### src/rtl/busseq_pkg.sv
package busseq_pkg;

  localparam int unsigned LANES = 4;
  localparam int unsigned OFF_W = $clog2(LANES);

  typedef enum logic [1:0] {
    BW_8      = 2'd0,
    BW_16     = 2'd1,
    BW_32     = 2'd2,
    BW_32_ALT = 2'd3
  } bus_width_e;

  typedef enum logic [1:0] {
    SZ_BYTE     = 2'd0,
    SZ_HALF     = 2'd1,
    SZ_WORD     = 2'd2,
    SZ_WORD_ALT = 2'd3
  } acc_size_e;

  typedef enum logic {
    ST_IDLE = 1'b0,
    ST_BUSY = 1'b1
  } seq_state_e;

endpackage

### src/rtl/busseq_lane_enc.sv
module busseq_lane_enc
  import busseq_pkg::*;
(
  input  bus_width_e       width_i,
  input  acc_size_e        size_i,
  input  logic [OFF_W-1:0] off_i,
  output logic [LANES-1:0] en_n_o
);

  logic [LANES-1:0] size_mask;
  logic [LANES-1:0] wide_sel;
  logic [LANES-1:0] wide_n;
  logic [LANES-1:0] half_n;
  logic [LANES-1:0] byte_n;
  logic             multi_byte;
  logic             hi_sel;
  logic             lo_sel;

  // Lane mask for the access size, before alignment
  always_comb begin
    case (size_i)
      SZ_BYTE: size_mask = LANES'(1);
      SZ_HALF: size_mask = LANES'(3);
      default: size_mask = '1;
    endcase
  end

  assign wide_sel = size_mask << off_i;

  // Full-width region: one active-low select per byte lane
  for (genvar g = 0; g < LANES; g++) begin : g_lane
    assign wide_n[g] = ~wide_sel[g];
  end

  // Half-width region: high/low byte selects plus address bit 1
  assign multi_byte = (size_i != SZ_BYTE);
  assign hi_sel     = multi_byte | off_i[0];
  assign lo_sel     = multi_byte | ~off_i[0];
  assign half_n     = {~hi_sel, 1'b0, off_i[1], ~lo_sel};

  // Byte-wide region: low address bits, unused lines driven low
  assign byte_n = {2'b00, off_i};

  always_comb begin
    case (width_i)
      BW_8:    en_n_o = byte_n;
      BW_16:   en_n_o = half_n;
      default: en_n_o = wide_n;
    endcase
  end

endmodule

### src/rtl/busseq_burst_ctr.sv
module busseq_burst_ctr #(
  parameter int unsigned LEN_W = 2
) (
  input  logic             clk,
  input  logic             rst_n,
  input  logic             load_i,
  input  logic [LEN_W-1:0] start_i,
  input  logic [LEN_W-1:0] len_i,
  input  logic             adv_i,
  output logic [LEN_W-1:0] step_o,
  output logic             last_o
);

  logic [LEN_W-1:0] cnt_q, cnt_d;
  logic [LEN_W-1:0] len_q, len_d;
  logic [LEN_W-1:0] step_q, step_d;
  logic             upd_en;

  assign upd_en = load_i | adv_i;

  always_comb begin
    cnt_d  = cnt_q;
    len_d  = len_q;
    step_d = step_q;
    if (load_i) begin
      cnt_d  = '0;
      len_d  = len_i;
      step_d = start_i;
    end else if (adv_i) begin
      cnt_d  = cnt_q + LEN_W'(1);
      step_d = step_q + LEN_W'(1);
    end
  end

  always_ff @(posedge clk or negedge rst_n) begin
    if (!rst_n) begin
      cnt_q  <= '0;
      len_q  <= '0;
      step_q <= '0;
    end else if (upd_en) begin
      cnt_q  <= cnt_d;
      len_q  <= len_d;
      step_q <= step_d;
    end
  end

  assign step_o = step_q;
  assign last_o = (cnt_q == len_q);

  // Word-address step wraps inside the block on every advance
  AST_STEP_WRAP: assert property (@(posedge clk) disable iff (!rst_n)
    (adv_i && !load_i) |=> (step_q == $past(step_q) + LEN_W'(1)));

  AST_LOAD_FIRST: assert property (@(posedge clk) disable iff (!rst_n)
    load_i |=> (step_q == $past(start_i)));

endmodule

### src/rtl/busseq_ctrl.sv
module busseq_ctrl
  import busseq_pkg::*;
(
  input  logic clk,
  input  logic rst_n,
  input  logic req_valid_i,
  input  logic rdy_i,
  input  logic last_i,
  output logic accept_o,
  output logic finish_o,
  output logic busy_o
);

  seq_state_e state_q, state_d;

  assign busy_o   = (state_q == ST_BUSY);
  assign accept_o = (state_q == ST_IDLE) & req_valid_i;
  assign finish_o = busy_o & rdy_i & last_i;

  always_comb begin
    state_d = state_q;
    case (state_q)
      ST_IDLE: if (req_valid_i) state_d = ST_BUSY;
      ST_BUSY: if (rdy_i && last_i) state_d = ST_IDLE;
      default: state_d = ST_IDLE;
    endcase
  end

  always_ff @(posedge clk or negedge rst_n) begin
    if (!rst_n) state_q <= ST_IDLE;
    else        state_q <= state_d;
  end

  AST_ACCEPT_START: assert property (@(posedge clk) disable iff (!rst_n)
    accept_o |=> busy_o);

  AST_BURST_END: assert property (@(posedge clk) disable iff (!rst_n)
    (busy_o && rdy_i && last_i) |=> !busy_o);

  AST_MID_CONTINUE: assert property (@(posedge clk) disable iff (!rst_n)
    (busy_o && !last_i) |=> busy_o);

endmodule

### src/rtl/busseq_addr_seq.sv
module busseq_addr_seq
  import busseq_pkg::*;
#(
  parameter int unsigned ADDR_W = 32,
  parameter int unsigned BEAT_W = 2
) (
  input  logic                      clk,
  input  logic                      rst_n,
  input  logic                      req_valid,
  output logic                      req_ready,
  input  logic [ADDR_W-1:0]         req_addr,
  input  logic [1:0]                req_size,
  input  logic                      req_write,
  input  logic                      req_data,
  input  logic [BEAT_W-1:0]         req_beats,
  input  logic [1:0]                req_width,
  input  logic                      bus_rdy,
  output logic                      bus_active,
  output logic                      bus_last,
  output logic [ADDR_W-OFF_W-1:0]   bus_addr,
  output logic [LANES-1:0]          bus_be_n,
  output logic                      bus_wr,
  output logic                      bus_dc
);

  localparam int unsigned WORD_W = ADDR_W - OFF_W;
  localparam int unsigned HI_W   = WORD_W - BEAT_W;

  logic             accept;
  logic             finish;
  logic             busy;
  logic             last;
  logic [BEAT_W-1:0] step;
  logic [LANES-1:0] enc_n;

  logic [HI_W-1:0]  hi_q, hi_d;
  logic [OFF_W-1:0] off_q, off_d;
  acc_size_e        size_q, size_d;
  bus_width_e       width_q, width_d;
  logic             wr_q, wr_d;
  logic             dc_q, dc_d;

  busseq_ctrl u_ctrl (
    .clk         (clk),
    .rst_n       (rst_n),
    .req_valid_i (req_valid),
    .rdy_i       (bus_rdy),
    .last_i      (last),
    .accept_o    (accept),
    .finish_o    (finish),
    .busy_o      (busy)
  );

  busseq_burst_ctr #(.LEN_W(BEAT_W)) u_burst (
    .clk     (clk),
    .rst_n   (rst_n),
    .load_i  (accept),
    .start_i (req_addr[OFF_W +: BEAT_W]),
    .len_i   (req_beats),
    .adv_i   (busy & bus_rdy & ~finish),
    .step_o  (step),
    .last_o  (last)
  );

  // Request fields held for the whole burst
  always_comb begin
    hi_d    = hi_q;
    off_d   = off_q;
    size_d  = size_q;
    width_d = width_q;
    wr_d    = wr_q;
    dc_d    = dc_q;
    if (accept) begin
      hi_d    = req_addr[ADDR_W-1 -: HI_W];
      off_d   = req_addr[OFF_W-1:0];
      size_d  = acc_size_e'(req_size);
      width_d = bus_width_e'(req_width);
      wr_d    = req_write;
      dc_d    = req_data;
    end
  end

  always_ff @(posedge clk or negedge rst_n) begin
    if (!rst_n) begin
      hi_q    <= '0;
      off_q   <= '0;
      size_q  <= SZ_BYTE;
      width_q <= BW_8;
      wr_q    <= 1'b0;
      dc_q    <= 1'b0;
    end else if (accept) begin
      hi_q    <= hi_d;
      off_q   <= off_d;
      size_q  <= size_d;
      width_q <= width_d;
      wr_q    <= wr_d;
      dc_q    <= dc_d;
    end
  end

  busseq_lane_enc u_lane (
    .width_i (width_q),
    .size_i  (size_q),
    .off_i   (off_q),
    .en_n_o  (enc_n)
  );

  assign req_ready  = ~busy;
  assign bus_active = busy;
  assign bus_last   = busy & last;
  assign bus_addr   = busy ? {hi_q, step} : '0;
  assign bus_be_n   = busy ? enc_n : '1;
  assign bus_wr     = busy & wr_q;
  assign bus_dc     = busy & dc_q;

  AST_WR_HOLD: assert property (@(posedge clk) disable iff (!rst_n)
    (bus_active && !(bus_rdy && bus_last)) |=> $stable(bus_wr));

  AST_DC_HOLD: assert property (@(posedge clk) disable iff (!rst_n)
    (bus_active && !(bus_rdy && bus_last)) |=> $stable(bus_dc));

  AST_STALL_HOLD: assert property (@(posedge clk) disable iff (!rst_n)
    (bus_active && !bus_rdy) |=> ($stable(bus_addr) && $stable(bus_be_n)));

  AST_UPPER_KEEP: assert property (@(posedge clk) disable iff (!rst_n)
    (bus_active && bus_rdy && !bus_last) |=>
      (bus_addr[WORD_W-1:BEAT_W] == $past(bus_addr[WORD_W-1:BEAT_W]) && $stable(bus_be_n)));

  AST_BUSY_IGNORE: assert property (@(posedge clk) disable iff (!rst_n)
    (bus_active && req_valid && !bus_rdy) |=> (bus_active && $stable(bus_wr) && $stable(bus_dc)));

endmodule

### config.mk
export PLATFORM = sky130hd
export DESIGN_NAME = busseq_addr_seq
export DESIGN_NICKNAME = d
export VERILOG_FILES = /design/src/rtl/busseq_pkg.sv /design/src/rtl/busseq_lane_enc.sv /design/src/rtl/busseq_burst_ctr.sv /design/src/rtl/busseq_ctrl.sv /design/src/rtl/busseq_addr_seq.sv
export SDC_FILE = /design/constraint.sdc
export NUM_CORES = 1
export LEC_CHECK = 0
export BUFFER_PORTS_ARGS = -buffer_cell sky130_fd_sc_hd__buf_2
export CAP_MARGIN = 15
export CORE_MARGIN = 1
export CORE_UTILIZATION = 45
export DETAILED_ROUTE_END_ITERATION = 8
export PLACE_DENSITY_LB_ADDON = 0.15
export SLEW_MARGIN = 5
export SYNTH_ARGS = -nofsm -noshare
export SYNTH_HDL_FRONTEND = slang
export SYNTH_SLANG_ARGS = --single-unit
### constraint.sdc
create_clock -name clk -period 1.6 [get_ports clk]
set_clock_uncertainty 0.1 [all_clocks]
set_input_delay 0.16 -clock clk [delete_from_list [all_inputs] [get_ports clk]]
set_output_delay 0.16 -clock clk [all_outputs]
set_load 0.005 [all_outputs]
Word-level counts from Yosys, hierarchy flattened
Cells that the tools add are included.
Cells by class
  shifts and indexed selects: 1
  multiplexer cells: 11
  div/mod/pow operators: 0
  equal/unequal tests: 3
  bitwise operators: 19
  multipliers: 0
  order comparisons: 0
  reductions and logical operators: 7
  add/subtract/negate cells: 2
Operators by type and width (number)
  $mux W30: 1
  $pmux W4 S2: 2
  $not A1 Y1: 9
  $mux W2: 4
  $and A1 B1 Y1: 7
  $add A2 B1 Y2 const B: 2
  $eq A2 B1 Y1 const B: 2
  $logic_not A2 Y1: 2
  $mux W4: 1
  $reduce_and A2 Y1: 2
  $reduce_bool A2 Y1: 2
  $shl A4 B2 Y4: 1
  $or A1 B1 Y1: 3
  $eq A2 B2 Y1: 1
  $mux W1: 2
  $pmux W1 S2: 1
  $logic_and A1 B1 Y1: 1
Storage, ports and cells
  memories: 0
  register bits: 43
  input port bits: 44
  latch bits: 0
  output and inout bits: 39
  ROM bits: 0
  memory bits (writable): 0

Longest topological paths before layout
  depth in word-level cells: 6
  depth in mapped cells: 5

Cells and area by module
A second synthesis with hierarchy kept.
Unflattened totals
  cells, all modules: 160
  area, all modules: 2190.9 um^2
By module, submodules not included
  busseq_addr_seq: cells each 119, times used 1, area each 1751.7 um^2
  busseq_burst_ctr: cells each 24, times used 1, area each 302.8 um^2
  busseq_lane_enc: cells each 12, times used 1, area each 81.3 um^2
  busseq_ctrl: cells each 5, times used 1, area each 55.1 um^2

Worst setup path after synthesis
OpenSTA, ideal clock, no wires.
  path kind: reg2reg
  start: register u_burst.len_q[1]
  end: register u_burst.step_q[1] (netlist: u_burst.step_o[1])
  arrival: 1.182 ns
  clock period less this slack: 1.351 ns
  path slack: 0.249 ns
  setup time: 0.069 ns
  stages on the path, launching flop included: 4
  path buffers: 0
  path through: dfrtp_1 -> xor2_1 -> or4b_1 -> nand3_1
Between the ends
  cells in the longest elaborated chain, start to end: 6
  elaborated cells on any way between the ends: 7
  classes of those cells: eq/ne (1); bitwise (4); reduce/logical (2)
RTL lines
  start, declared: RTL line busseq_burst_ctr.sv:15  | logic [LEN_W-1:0] len_q, len_d;
  start signal, assigned: RTL line busseq_burst_ctr.sv:42  | len_q <= len_d;
  $eq A2 B2 Y1 *: RTL line busseq_burst_ctr.sv:48  | assign last_o = (cnt_q == len_q);
  $and A1 B1 Y1 *: RTL line busseq_ctrl.sv:18  | assign finish_o = busy_o & rdy_i & last_i;
  $not A1 Y1 *: RTL line busseq_addr_seq.sv:60  | .adv_i (busy & bus_rdy & ~finish),
  $and A1 B1 Y1 *: RTL line busseq_addr_seq.sv:60
  $reduce_bool A2 Y1 (no source line) / $or A1 B1 Y1 (equally long branches)
  $reduce_and A2 Y1 (no source line) *
  end signal, assigned: RTL line busseq_burst_ctr.sv:43  | step_q <= step_d;
  end, declared: RTL line busseq_burst_ctr.sv:16  | logic [LEN_W-1:0] step_q, step_d;
Every way passes the cells marked *; elsewhere a longest branch is shown, timed or not.
A chain may end at the register's enable or synchronous reset.

Worst setup path in the final report
  start: register u_ctrl.state_q (netlist: u_ctrl.busy_o)
  end: output port bus_be_n[1]
Between the ends
  cells in the longest elaborated chain, start to end: 1
RTL lines
  start, declared: RTL line busseq_ctrl.sv:14  | seq_state_e state_q, state_d;
  start signal, assigned: RTL line busseq_ctrl.sv:31  | else state_q <= state_d;
  $mux W4: RTL line busseq_addr_seq.sv:112  | assign bus_be_n = busy ? enc_n : '1;
  end, declared: RTL line busseq_addr_seq.sv:21  | output logic [LANES-1:0] bus_be_n,
Every way passes these cells.

==> run summary <==
outcome = complete, but fails checks
failing checks = design-rule violations
logic gate share of total power = 0.473
cells after synthesis = 242
total negative slack = 0 ns
Worst EP arrival = 1.32 ns
Syn Area/Cell = 8.36 um^2
Die Wd = 69.0 um
R2R Setup Slk = 0.17 ns
htree depth = 2
design area = 3010 um^2
final wirelength = 4920 um
Pint = 3.04 mW
main combinational cell family by area after synthesis = simple AND/OR/NAND/NOR gates
register area = 1080 um^2
xor and xnor area share after synthesis = 0.00866
max cap viols = 0
Worst R2R Start = u_burst.len_q[1]$_DFFE_PN0P_
CP top delay family = flip-flops
row count = 24
Mapped Area = 2020 um^2
Reg power frac = 0.402
FF+latch count, synth = 43
post-synthesis adder-cell area fraction = 0
drt drc = 1
initial drt markers = 86
number of buffers created by CTS = 5
largest net degree at the start of global routing = 26
Tmin final = 1.58 ns
CTS Sinks = 43
main flop type after synthesis = dfrtp_1
Netlist cell types = 29
worst-margin pin slew = 0.461 ns
port bufs = 82
NetSw = 1.83 mW
Root Buffer Master = clkbuf_8
fmax = 632 MHz
Post-synth EDFFs = 0
crit path max fanout = 7
CP Class = reg -> out
Clk Latency, worst-skew pair = 0.28 ns
vias in the first global route = 1953
Clk pwr share = 0.125
Sw Ratio = 0.376
GR Util All Layers = 0.226
Tcrit/Tclk final = 0.990
die area = 4770 um^2
Seq/Total Area, Yosys = 0.532
startpoint types = flop
PwrDens = 1620 nW/um^2
Placed Cells = 371
DR vias/cell = 4.64
Synth async-reset ratio = 1.00
HP Class = in -> reg
first-pass GRT wire length = 8630 um
core box area = 4320 um^2
simple-gate share of the synthesized area = 0.360
Nets = 411
Critical Path, Cell by Cell = inv_1 -> or3_1 -> buf_2
CP bufs+invs = 2
Hold Startpoint = req_addr[2]
area taken by multi-input logic gates = 903 um^2
Initial Utilization = 0.468
Slew Viols, Final = 0
I/O pin cnt = 83
DRT Pass-1 Iters = 6
grt ovf = 0
Area Overhead vs Synth = 49.1%
Reg clk slew, reported paths = 0.07 ns
hold endpoint = u_burst.step_o[0]$_DFFE_PN0P_
CTS max path bufs = 2
post-route insts no fill = 418
unrepaired setup endpoints after global routing = true
# diodes = 0
Placer Congestion = 0.787
Crit-path slowest cell = dfrtp_2
Net Count, Synth = 286
final setup violating endpoints = 0
FF-to-FF path depth = 3
post-synthesis mux area share = 0.0149
layout cells sized above 1 = 0.284
Vias = 1941
CTS tree = built
antenna violations before repair = 0
CP max stage delay = 0.44 ns
WP data required = 1.34 ns
fillcell total = 356
worst hold slack = 0.0384 ns
Leakage = 1.66 nW
Fin. Hold Viols = 0
Reg-to-Reg End = u_burst.step_o[1]$_DFFE_PN0P_
CP endpoint kind = output port
Synth Area in Compound Gates = 0.0489
post-DP HPWL = 3130 um
WHS Path Cells = 3
Detail Route Antenna Nets = 0
die height = 69.0 um
Max IR drop VDD = 0.915 mV
Placed Area = 2510 um^2
synth warn = 0
relative slew slack = 0.692
WL per Instance = 11.8 um
## worst reg2reg max path: cells and delay by family, from the launching register on
kind	cells	cell delay, ns
AND/OR/NAND/NOR	2	0.64
flip-flops	1	0.41
XOR/XNOR	1	0.23
## power by group through the flow
| stage | registers [mW] | clock network, mW | logic [mW] |
|---|---|---|---|
| final | 1.96 | 0.611 | 2.30 |
| after global routing | 2.04 | 0.668 | 2.64 |
| after CTS | 1.95 | 0.636 | 2.31 |
| after detailed placement | 1.96 | 0 | 2.18 |
| after global placement | 1.93 | 0 | 2.14 |
| after floorplan | 1.86 | 0 | 1.36 |
## cells in the final DEF (no fill, tap or decap), types with 2 or more instances in the layout
cell type	instances
nand2_1	115
buf_2	82
dfrtp_1	41
dlygate4sd3_1	39
and2_1	31
buf_4	11
clkbuf_8	5
o21ai_0	4
inv_1	3
nand3_1	3
o21ai_1	3
mux2i_1	3
nor2_1	2
xor2_2	2
o2111ai_1	2
dfrtp_2	2
## cell families after synthesis
| group | Yosys count |
|---|---|
| buffers and inverters | 17 |
| AOI/OAI and AO/OA | 15 |
| muxes | 3 |
| xor gates and xnor gates | 2 |
| and+or+nand+nor | 162 |
| DFF | 43 |
## worst max-delay path by stage
stage                                  from                       endpoint  slack [ns]  depth (start not counted)
5_1_grt              width_q[0]$_DFFE_PN0P_                    bus_be_n[3]       -0.06                          4
6_report            u_ctrl.busy_o$_DFF_PN0_                    bus_be_n[1]        0.02                          3
3_5_place_dp   u_burst.cnt_q[1]$_DFFE_PN0P_  u_burst.step_o[1]$_DFFE_PN0P_        0.16                          3
2_1_floorplan  u_burst.len_q[1]$_DFFE_PN0P_  u_burst.step_o[1]$_DFFE_PN0P_        0.25                          3
3_3_place_gp   u_burst.len_q[1]$_DFFE_PN0P_  u_burst.step_o[1]$_DFFE_PN0P_        0.20                          3
4_1_cts             u_ctrl.busy_o$_DFF_PN0_                    bus_be_n[1]       0.003                          3
## layout make-up
cell class | instances | share of cell area
Inverter | 3 | 0.00374
Multi-Input combinational cell | 182 | 0.300
Sequential cell | 43 | 0.358
Timing Repair Buffer | 132 | 0.293
Clock buffer | 6 | 0.0241
Tap cell | 52 | 0.0216
## through the flow
step	power, mW	util	worst slack [ns]
2_1_floorplan	3.23	-	0.249
3_3_place_gp	4.07	0.581	0.202
3_5_place_dp	4.14	0.581	0.163
4_1_cts	4.90	0.695	0.00274
5_1_grt	5.35	0.697	-0.0563
6_report	4.87	0.697	0.0168
## synthesized netlist by cell type, types with 2 or more instances
cell type  number  area [um^2]
and2_1         31          194
buf_2           6         30.0
clkbuf_1        8         30.0
dfrtp_1        43         1080
inv_1           3         11.3
mux2i_1         3         30.0
nand2_1       115          432
nand3_1         3         15.0
nor2_1          2         7.51
nor2b_1         2         12.5
o2111ai_1       2         17.5
o21ai_0         5         25.0
o21ai_1         2         10.0
xor2_1          2         17.5
## sequential cells by signal, summed over array words and instances, names as in the netlist
register	cells
width_q	2
wr_q	1
u_burst.cnt_q	2
u_burst.len_q	2
hi_q	28
size_q	2
u_ctrl.busy_o	1
dc_q	1
u_burst.step_o	2
off_q	2
## metal layers
layer | part of all wire | GRT usage | up-vias
met5 | 0 | 0 | -
met4 | 0.017 | 0.0839 | 0
met3 | 0.050 | 0.0526 | 7
met2 | 0.48 | 0.398 | 59
met1 | 0.45 | 0.266 | 874
li1 | - | - | 1001
## repair_timing
item | CTS | global route
hold buffers | 39 | 0
buffers inserted | 2 | 0
gates resized for setup | 4 | 2
pin swaps | 0 | 1
hold endpoints to repair | 58 | 0
endpoints found under the setup margin | 4 | 3
No activity file was read; power rests on OpenSTA's default activity.
